===== config.mk =====
export PLATFORM = sky130hd
export DESIGN_NAME = conv_seq_top
export DESIGN_NICKNAME = d
export VERILOG_FILES = /design/src/rtl/conv_seq_pkg.sv /design/src/rtl/cs_edge_det.sv /design/src/rtl/cs_phase_cnt.sv /design/src/rtl/cs_result_regs.sv /design/src/rtl/conv_seq_top.sv
export SDC_FILE = /design/constraint.sdc
export NUM_CORES = 1
export LEC_CHECK = 0
export BUFFER_PORTS_ARGS = -buffer_cell sky130_fd_sc_hd__buf_2
export CAP_MARGIN = 20
export CORE_ASPECT_RATIO = 1.25
export CORE_MARGIN = 2
export CORE_UTILIZATION = 25
export DETAILED_ROUTE_END_ITERATION = 8
export GPL_ROUTABILITY_DRIVEN = 0
export GPL_TIMING_DRIVEN = 0
export PLACE_DENSITY = 0.39
export SETUP_SLACK_MARGIN = 0.02
export SYNTH_ARGS = -nofsm -noshare
export SYNTH_HDL_FRONTEND = slang
export SYNTH_SLANG_ARGS = --single-unit

===== constraint.sdc =====
create_clock -name clk -period 3.1 [get_ports clk]
set_input_delay 0.465 -clock clk [delete_from_list [all_inputs] [get_ports clk]]
set_output_delay 0.465 -clock clk [all_outputs]
set_load 0.005 [all_outputs]

===== src/rtl/conv_seq_pkg.sv =====
package conv_seq_pkg;
    typedef enum logic [2:0] {
        ST_IDLE,
        ST_HOLD,
        ST_CONV_A,
        ST_CONV_B,
        ST_ACQ
    } seq_state_t;
endpackage


===== src/rtl/cs_edge_det.sv =====
module cs_edge_det (
    input  logic clk,
    input  logic rst,
    input  logic start_n,
    output logic fall
);
    logic start_q;

    // Reset value 0: a start held low across reset release is not an edge.
    always_ff @(posedge clk or posedge rst) begin
        if (rst) start_q <= 1'b0;
        else     start_q <= start_n;
    end

    assign fall = start_q & ~start_n;
endmodule


===== src/rtl/cs_phase_cnt.sv =====
module cs_phase_cnt #(
    parameter int CW = 4
) (
    input  logic          clk,
    input  logic          rst,
    input  logic          clr,
    output logic [CW-1:0] cnt
);
    always_ff @(posedge clk or posedge rst) begin
        if (rst)      cnt <= '0;
        else if (clr) cnt <= '0;
        else          cnt <= cnt + 1'b1;
    end
endmodule


===== src/rtl/cs_result_regs.sv =====
module cs_result_regs #(
    parameter int W = 16
) (
    input  logic         clk,
    input  logic         rst,
    input  logic         cap,
    input  logic         done_a,
    input  logic         pub,
    input  logic [W-1:0] samp_a,
    input  logic [W-1:0] samp_b,
    output logic [W-1:0] res_a,
    output logic [W-1:0] res_b
);
    logic [W-1:0] held_a;
    logic [W-1:0] held_b;
    logic [W-1:0] conv_a;

    always_ff @(posedge clk or posedge rst) begin
        if (rst) begin
            held_a <= '0;
            held_b <= '0;
            conv_a <= '0;
            res_a  <= '0;
            res_b  <= '0;
        end else begin
            if (cap) begin
                held_a <= samp_a;
                held_b <= samp_b;
            end
            // stand-in core: channel A result ready at end of its phase
            if (done_a) conv_a <= held_a;
            // channel A is only published once channel B is done
            if (pub) begin
                res_a <= conv_a;
                res_b <= held_b;
            end
        end
    end

    a_r4_results_only_on_publish: assert property (
        @(posedge clk) disable iff (rst)
        !pub |=> ($stable(res_a) && $stable(res_b)));
endmodule


===== src/rtl/conv_seq_top.sv =====
module conv_seq_top
    import conv_seq_pkg::*;
#(
    parameter int W      = 16,
    parameter int T_CONV = 8,
    parameter int T_ACQ  = 5
) (
    input  logic         clk,
    input  logic         rst,
    input  logic         start_n,
    input  logic         impulse,
    input  logic [W-1:0] samp_a,
    input  logic [W-1:0] samp_b,
    output logic         busy,
    output logic [W-1:0] res_a,
    output logic [W-1:0] res_b
);
    localparam int MAX_T = (T_CONV > T_ACQ) ? T_CONV : T_ACQ;
    localparam int CW    = $clog2(MAX_T + 1);
    localparam logic [CW-1:0] CONV_LAST = CW'(T_CONV - 1);
    localparam logic [CW-1:0] ACQ_LAST  = CW'(T_ACQ - 1);

    seq_state_t    state, state_nxt;
    logic          fall;
    logic [CW-1:0] cnt;
    logic          cnt_clr;
    logic          last_conv, last_acq;
    logic          cap, done_a, pub;

    cs_edge_det u_edge (
        .clk     (clk),
        .rst     (rst),
        .start_n (start_n),
        .fall    (fall)
    );

    cs_phase_cnt #(.CW(CW)) u_cnt (
        .clk (clk),
        .rst (rst),
        .clr (cnt_clr),
        .cnt (cnt)
    );

    cs_result_regs #(.W(W)) u_res (
        .clk    (clk),
        .rst    (rst),
        .cap    (cap),
        .done_a (done_a),
        .pub    (pub),
        .samp_a (samp_a),
        .samp_b (samp_b),
        .res_a  (res_a),
        .res_b  (res_b)
    );

    assign last_conv = (cnt == CONV_LAST);
    assign last_acq  = (cnt == ACQ_LAST);

    // state register
    always_ff @(posedge clk or posedge rst) begin
        if (rst) state <= ST_IDLE;
        else     state <= state_nxt;
    end

    // next-state logic
    always_comb begin
        state_nxt = state;
        unique case (state)
            ST_IDLE:   if (fall) state_nxt = ST_HOLD;
            ST_HOLD:   state_nxt = ST_CONV_A;
            ST_CONV_A: if (last_conv) state_nxt = ST_CONV_B;
            ST_CONV_B: if (last_conv) state_nxt = impulse ? ST_ACQ : ST_IDLE;
            ST_ACQ:    if (last_acq) state_nxt = start_n ? ST_IDLE : ST_HOLD;
            default:   state_nxt = ST_IDLE;
        endcase
    end

    // outputs and strobes
    always_comb begin
        busy    = 1'b0;
        cap     = 1'b0;
        done_a  = 1'b0;
        pub     = 1'b0;
        cnt_clr = (state_nxt != state);
        unique case (state)
            ST_IDLE: begin
                cap     = fall;
                cnt_clr = 1'b1;
            end
            ST_HOLD:   busy = 1'b1;
            ST_CONV_A: begin
                busy   = 1'b1;
                done_a = last_conv;
            end
            ST_CONV_B: begin
                busy = 1'b1;
                pub  = last_conv;
            end
            ST_ACQ:    cap = last_acq & ~start_n;
            default:   cnt_clr = 1'b1;
        endcase
    end

    a_r2_fall_starts_conversion: assert property (
        @(posedge clk) disable iff (rst)
        (state == ST_IDLE && fall) |=> busy);

    a_r3_busy_ends_on_publish: assert property (
        @(posedge clk) disable iff (rst)
        $fell(busy) |-> $past(pub));

    a_r5_busy_not_cut_short: assert property (
        @(posedge clk) disable iff (rst)
        (busy && !pub) |=> busy);

    a_r6_normal_returns_idle: assert property (
        @(posedge clk) disable iff (rst)
        (pub && !impulse) |=> (state == ST_IDLE));

    a_r7_auto_restart: assert property (
        @(posedge clk) disable iff (rst)
        (state == ST_ACQ && last_acq && !start_n) |=> busy);

    a_r9_acq_quiet: assert property (
        @(posedge clk) disable iff (rst)
        (state == ST_ACQ && !last_acq) |=> (!busy && $stable(res_a) && $stable(res_b)));
endmodule


== Yosys cells after proc, flatten, opt, wreduce, memory -nomap -nowiden ==
Index checks and enable logic that the tools add are counted.

* Register bits: 88
* Input bits: 36
* Output and inout bits: 33

* Eq/ne operators: 7
* Bitwise logic cells: 3
* Add/subtract/negate cells: 1
* Muxes and demuxes: 13
* Reductions and logical operators: 3

{| class="wikitable"
|+ Operators with widths
! cell !! count
|-
| $mux W3 || 5
|-
| $pmux W3 S5 || 1
|-
| $eq A4 B3 Y1 const B || 2
|-
| $eq A3 B2 Y1 const B || 2
|-
| $mux W1 || 5
|-
| $add A4 B1 Y4 const B || 1
|-
| $mux W4 || 1
|-
| $reduce_or A4 Y1 || 1
|-
| $eq A3 B1 Y1 const B || 1
|-
| $eq A3 B3 Y1 const B || 1
|-
| $logic_not A3 Y1 || 1
|-
| $ne A3 B3 Y1 || 1
|-
| $reduce_or A3 Y1 || 1
|-
| $and A1 B1 Y1 || 2
|-
| $pmux W1 S2 || 1
|-
| $not A1 Y1 || 1
|}

== Depth between registers and ports, before layout ==
Gate-level depths: netlist of run 1.

* Depth in word-level cells: 7
* Gate-level depth with buffers: 6
* Depth with buffers taken out: 5

== Modules after synthesis ==
A second synthesis of run 1 with hierarchy kept.

* Cell total of the unflattened synthesis: 213
* Area, all modules: 3789.9 µm²

{| class="wikitable"
|+ Modules (own cells, without submodules)
! module !! area an instance (µm²) !! instances !! cells an instance !! seq. area each (µm²)
|-
| cs_result_regs || 3343.2 || 1 || 171 || 2001.9
|-
| conv_seq_top || 230.2 || 1 || 25 || 75.1
|-
| cs_phase_cnt || 173.9 || 1 || 14 || 100.1
|-
| cs_edge_det || 42.5 || 1 || 3 || 25.0
|}

== Worst setup path before layout of run 1 ==
OpenSTA, ideal clock, no wires.

* Path kind: register -> register
* Start: register state[0]
* End: register u_res.held_a[10]
* Data required time: 2.975 ns
* Arrival: 1.645 ns
* Period minus slack after synthesis: 1.770 ns
* Setup slack: 1.330 ns
* Stages on the path, launching flop included: 5
* Cell sequence: dfrtp_1 -> or3_1 -> a211oi_4 -> buf_6 -> mux2_2

* Longest elaborated chain between the ends: 2
* Elaborated cells between the ends (all ways): 3
* Those cells by class: 1 x eq/ne; 1 x mux; 1 x reduce/logical

{| class="wikitable"
|+ Ends and longest elaborated chain
! element !! line !! RTL
|-
| start, declared || conv_seq_top.sv:23 || <nowiki>seq_state_t state, state_nxt;</nowiki>
|-
| start signal, assigned || conv_seq_top.sv:62 || <nowiki>else state <= state_nxt;</nowiki>
|-
| $eq A3 B3 Y1 / $logic_not A3 Y1 (equally long branches) || conv_seq_top.sv:85 || <nowiki>unique case (state)</nowiki>
|-
| $pmux W1 S2 * || conv_seq_top.sv:85 ||
|-
| end signal, assigned || cs_result_regs.sv:27 || <nowiki>held_a <= samp_a;</nowiki>
|-
| end, declared || cs_result_regs.sv:14 || <nowiki>logic [W-1:0] held_a;</nowiki>
|}

Every way passes the cells marked *; elsewhere a longest branch is shown, timed or not.
A chain may end at the register's enable or synchronous reset.

== Final worst setup path of run 1 ==
* Start: register u_cnt.cnt[0]
* End: register u_res.conv_a[5]

* Longest elaborated chain between the ends: 2

{| class="wikitable"
|+ Ends and longest elaborated chain
! element !! line !! RTL
|-
| start, declared || cs_phase_cnt.sv:7 || <nowiki>output logic [CW-1:0] cnt</nowiki>
|-
| start signal, assigned || cs_phase_cnt.sv:12 || <nowiki>else cnt <= cnt + 1'b1;</nowiki>
|-
| $eq A4 B3 Y1 || conv_seq_top.sv:56 || <nowiki>assign last_conv = (cnt == CONV_LAST);</nowiki>
|-
| $mux W1 || conv_seq_top.sv:85 ||
|-
| end signal, assigned || cs_result_regs.sv:31 || <nowiki>if (done_a) conv_a <= held_a;</nowiki>
|-
| end, declared || cs_result_regs.sv:16 || <nowiki>logic [W-1:0] conv_a;</nowiki>
|}

Every way passes these cells.

==> impl_results.md, run 1 <==
- Status: complete, no violations
- Starting Density: 25.60%
- Cells resized by post-CTS repair: 0
- Worst clock skew: 0.006548 ns
- RSZ-0062 raised after global routing: false
- Final ANT Viol Nets: 0
- Height of the chip: 134.1 µm
- Leakage power: 0.002100 µW
- Die area: 14500 µm²
- Final wirelength: 6.757 mm
- Max Cap Viol: 0
- Num CTS Buffers: 9
- Critical Path AT: 2.27 ns
- Largest net degree at the start of global routing: 57
- Power per cell area: 935.2 nW/µm²
- Maximum clock path buffer count: 2
- Cell area after placement: 3971 µm²
- GRT overflow: 0
- Hold WC Path Type: primary input to asynchronous set/reset pin
- # H-tree levels: 3
- WL/cell: 14.63 µm
- Worst EP required: 3.32 ns
- Relative slew slack: 69.55%
- Nets: 324
- Most frequent cells in the layout: dfrtp_1 (88), mux2_2 (76), buf_2 (72)
- DRC: 0
- Core Rows: 47
- Clock Sinks: 88
- Max incr delay on CP: 0.48 ns
- Sequential area share after synthesis: 65.02%
- R2R setup slack: 1.05 ns
- Synthesized area: 3387 µm²
- FF+latch count, synth: 88
- Critical-path maximum fanout: 10
- Pins over their slew limit: 0
- First-pass GRT wire length: 11.15 mm
- Slowest stage cell, crit path: nor3b_4
- Core ar.: 13230 µm²
- Worst path depth: 5
- Syn avg cell area: 16.44 µm²
- Fin crit share: 66.26%
- Minimum hold slack: 0.1438 ns
- Initial antenna violation count: 0
- Slew @ Worst Pin: 0.4552 ns
- Top post-synthesis cells by area: dfrtp_1 (65%), mux2_2 (25%), mux2_1 (1.3%), buf_6 (1.0%), ha_1 (0.74%)
- P&R area growth vs syn: 26.67%
- Final HPWL DP: 4.455 mm
- Worst reg2reg path depth: 5
- Die width: 108.1 µm
- Crit path time final: 2.054 ns
- Syn Inst Count: 206
- Vias per inst: 4.193
- Buf/Inv on CP: 1
- Startpoint types: flip-flop
- Design Area, Final: 4290 µm²
- DR vias: 1937
- Total track usage: 10.23%
- Final hold viol count: 0
- Critical path capture point type: flip-flop
- Yosys top cell by area: dfrtp_1
- Top delay family on crit path: simple AND/OR/NAND/NOR gates
- Endpoints failing setup: 0
- Layout cells sized above 1: 59.11%
- # diodes: 0
- R2r startpoint: u_cnt.cnt[0]
- Clock latency on the worst-skew pair: 0.33 ns
- Clock root buffer master: clkbuf_16
- Critical path class: flip-flop to flip-flop
- Cells along the critical path: ha_1 > nand3b_1 > nor3b_4 > buf_4 > mux2_2
- Netlist cell types: 24
- Ys Warns: 0
- Vias in the first global route: 2129
- Hold bufs inserted after CTS: 0
- Synthesized Nets: 244
- Core Util, Final: 32.43%
- Reg-to-Reg End: u_res.conv_a[5]
- Worst-path clk slew: 0.06 ns
- PortBufs: 68
- Initial DRC count: 40
- CTS tree: yes
- 1st-pass router iterations: 3
- Boundary Pins: 69
- Max frequency: 486.8 MHz
- Most common cell after layout, fill and taps aside: dfrtp_1
- Top cell type's share of synthesized area: 65.02%
- VDD IR max: 274.0 µV
- Post-CTS Setup Repair Bufs: 0
report_power, final:
group	leakage [µW]	internal, µW	total, µW	switching, µW
Clock	0.000153	711	1170	459
Sequential	0.00112	1640	1890	242
Combinational	0.000827	598	957	359
Total	0.00210	2950	4010	1060
kinds of logic after synthesis:
family | share of synthesized area [%]
AOI/OAI and AO/OA | 1.367
xor gates and xnor gates | 0.7759
adders and majority gates | 0.7387
buffers and inverters | 2.143
DFF | 65.02
muxes | 26.60
and+or+nand+nor | 3.362
area by class of cell:
class                           count  area (µm²)
Multi-Input combinational cell    107        1112
Tap cell                          171       214.0
Buffer                              8       61.31
Sequential cell                    88        2202
Fill cell                        1360        8941
Inverter                            3       13.76
Clock buffer                       10       229.0
Clock inverter                      6       90.09
Timing Repair Buffer               69       367.9
synth_stat cells:
master	n
a211oi_4	1
a21o_1	1
a32o_1	1
a32oi_1	1
and3_1	1
and3b_1	1
buf_2	4
buf_4	1
buf_6	3
dfrtp_1	88
ha_1	2
inv_1	3
mux2_1	4
mux2_2	76
nand3_1	2
nand3b_1	2
nor2_1	6
nor2b_1	2
nor2b_2	1
nor3_1	1
nor3b_4	1
or3_1	1
xnor2_1	2
xor2_1	1
per-stage QoR:
stage	setup TNS [ns]	std cells	setup slack, ns	total power (µW)
floorplan	0	206	0.3564	2530
global placement	-75.38	445	-0.8593	2855
detailed placement	0	446	1.019	2903
CTS	0	462	1.014	4102
global route	0	462	0.9179	4315
finish	0	462	1.046	4012
registers in the layout (all words and copies together), names as in the netlist:
signal	cells
u_edge.start_q	1
u_res.conv_a	16
u_res.held_b	16
state	3
u_cnt.cnt	4
u_res.res_a	16
u_res.held_a	16
u_res.res_b	16
worst reg2reg max path: stages, from the launching register on:
cell	delay, ns
dfrtp_1	0.39
ha_1	0.22
nand3b_1	0.20
nor3b_4	0.48
buf_4	0.31
mux2_2	0.35
how the worst max path moves through the flow:
| stage | end | start |
|---|---|---|
| final | u_res.conv_a[5] | u_cnt.cnt[0] |
| after global routing | u_res.conv_a[5] | u_cnt.cnt[0] |
| after CTS | u_res.conv_a[5] | u_cnt.cnt[0] |
| after detailed placement | u_res.held_a[6] | start_n |
| after global placement | u_res.held_a[4] | rst |
| after floorplan | state[0] | rst |
metal layers:
| layer | wire length (µm) | track usage (%) | up-vias |
|---|---|---|---|
| met5 | 0 | 0 | - |
| met4 | 121 | 4.701 | 0 |
| met3 | 325 | 3.110 | 5 |
| met2 | 3249 | 16.56 | 44 |
| met1 | 3060 | 12.46 | 1001 |
| li1 | - | - | 887 |
(Power assumes the default switching activity.)
==> run 2: changes to the inputs <==
PLACE_DENSITY = 0.4   (was 0.39)
clock period = 1.8 ns   (was 3.1 ns; I/O delays follow)
==> run 2 against run 1 <==
The run now ends with negative hold slack, negative setup slack left. First-iteration DRC count shrank 13%. Combinational power up 120%. Final cell count increased by 3.5%. Flip-flop and latch count is the same. Routed wire length rose by 8.1%. Critical path depth up 3. Die area stayed put. Via count grew 3.4%. Setup slack got worse by 1.1 ns. Highest routed layer unchanged.
==> impl_results.md, run 2 (synthesized netlist as in run 1, its figures left out) <==
- Layout cells sized above 1: 63.84%
- Largest net degree at the start of global routing: 39
- Num CTS Buffers: 9
- Leakage power: 0.002272 µW
- Pre-CTS WS: -0.2748 ns
- # H-tree levels: 3
- DRC: 0
- Maximum clock path buffer count: 2
- Worst setup margin: -0.05901 ns
- Total negative slack: -0.7670 ns
- Design Area, Final: 4631 µm²
- Relative slew slack: 60.30%
- Global routing usage on met1: 14.67%
- Vias in the first global route: 2163
- # diodes: 0
- Minimum hold slack: -0.0006281 ns
- Critical Path AT: 2.08 ns
- GRT overflow: 0
- Final ANT Viol Nets: 0
- Fin crit share: 103.3%
- Final hold viol count: 1
- Nets: 340
- DR vias: 2003
- Critical-path maximum fanout: 6
- Fillcell total: 1337
- Starting Density: 25.60%
- Final HPWL DP: 4.528 mm
- Busiest grt layer: met2
- Clock Sinks: 88
- Max Cap Viol: 0
- Cell area after placement: 3985 µm²
- Failing checks: negative hold slack, negative setup slack
- Most common cell after layout, fill and taps aside: dfrtp_1
- Core Rows: 47
- 1st-pass router iterations: 6
- Boundary Pins: 69
- Endpoints failing setup: 24
- Crit path time final: 1.859 ns
- Core ar.: 13230 µm²
- Most frequent cells in the layout: dfrtp_1 (87), buf_2 (69), mux2_2 (53)
- PortBufs: 68
- P&R area growth vs syn: 36.72%
- Height of the chip: 134.1 µm
- Design Power: 7213 µW
- Critical path capture point type: flip-flop
- Hold WC Path Type: primary input to asynchronous set/reset pin
- RSZ-0062 raised after global routing: true
- Final wirelength: 7.301 mm
- Total track usage: 11.03%
- Power per cell area: 1558 nW/µm²
- Startpoint types: flip-flop
- WL/cell: 15.27 µm
- GRT met3 Usage: 2.721%
- First-pass GRT wire length: 11.98 mm
- Worst EP required: 2.02 ns
- Worst-path clk slew: 0.06 ns
- Slew @ Worst Pin: 0.5942 ns
- CTS tree: yes
- VDD IR max: 485.0 µV
- Vias per inst: 4.190
- Max frequency: 537.9 MHz
- Status: finished, violations left
- Initial antenna violation count: 0
- Critical path class: flip-flop to flip-flop
- Die area: 14500 µm²
- Clock root buffer master: clkbuf_16
- Met2 Usage GRT: 16.14%
- Die width: 108.1 µm
- Initial DRC count: 35
- Worst clock skew: 0.004426 ns
- Clock latency on the worst-skew pair: 0.33 ns
- Pins over their slew limit: 0
[run 2: cell types whose count changed in the layout (fill, tap and decap cells not counted), sizes merged]
cell and change:
inv -3, clkinvlp +1, clkinv +2, bufinv -1, clkbuf +1, buf +16
[run 2: layer usage]
metal  routed length (µm)  vias up
met1                 3419     1022
met2                 3339       48
met4                  188        0
met5                    0        -
met3                  354       11
li1                     -      922
[run 2: repair_timing]
action | CTS | global route
gates cloned | 3 | 0
resized for setup | 46 | 6
pin swaps | 2 | 0
hold buffers | 0 | 0
setup buffers | 11 | 5
endpoints found under the setup margin | 78 | 70
[run 2: per-stage QoR]
step | utilization [%] | std cells
after detailed placement | 30.12 | 447
after global placement | 29.82 | 445
after global routing | 35.00 | 478
after floorplan | - | 206
after CTS | 35.21 | 477
final | 35.00 | 478
[run 2: layout make-up]
class	count	area (µm²)	share of cell area, %
Sequential cell	88	2203	47.58
Multi-Input combinational cell	107	1236	26.70
Timing Repair Buffer	86	573.1	12.38
Clock buffer	11	242.7	5.242
Tap cell	171	214.0	4.620
Buffer	7	90.09	1.945
Clock inverter	5	56.30	1.216
Inverter	3	15.01	0.3242
[run 2: path summary, 6_finish.rpt]
path	from	end	slack [ns]	cells past startpoint
max	u_cnt.cnt[0]	u_res.held_a[1]	-0.06	8
min	rst	u_res.res_b[9]	-0.0006	2
max reg2reg	u_cnt.cnt[0]	u_res.held_a[1]	-0.06	8
min reg2reg	u_cnt.cnt[0]	u_cnt.cnt[0]	0.48	1
max in group asynchronous	rst	state[0]	0.99	4
min in group clk	start_n	u_edge.start_q	0.06	1
[run 2: report_power, final]
part           total, µW  internal (µW)  switching, µW
Clock               1880           1110            769
Combinational       2070           1350            720
Sequential          3260           2840            428
[run 2: critical path, stage by stage, from the launching register on]
cell and delay (ns):
dfrtp_1 0.40, inv_1 0.07, ha_2 0.15, nand3b_1 0.15, a211oi_4 0.24, buf_6 0.17
buf_12 0.12, buf_12 0.11, mux2_2 0.32
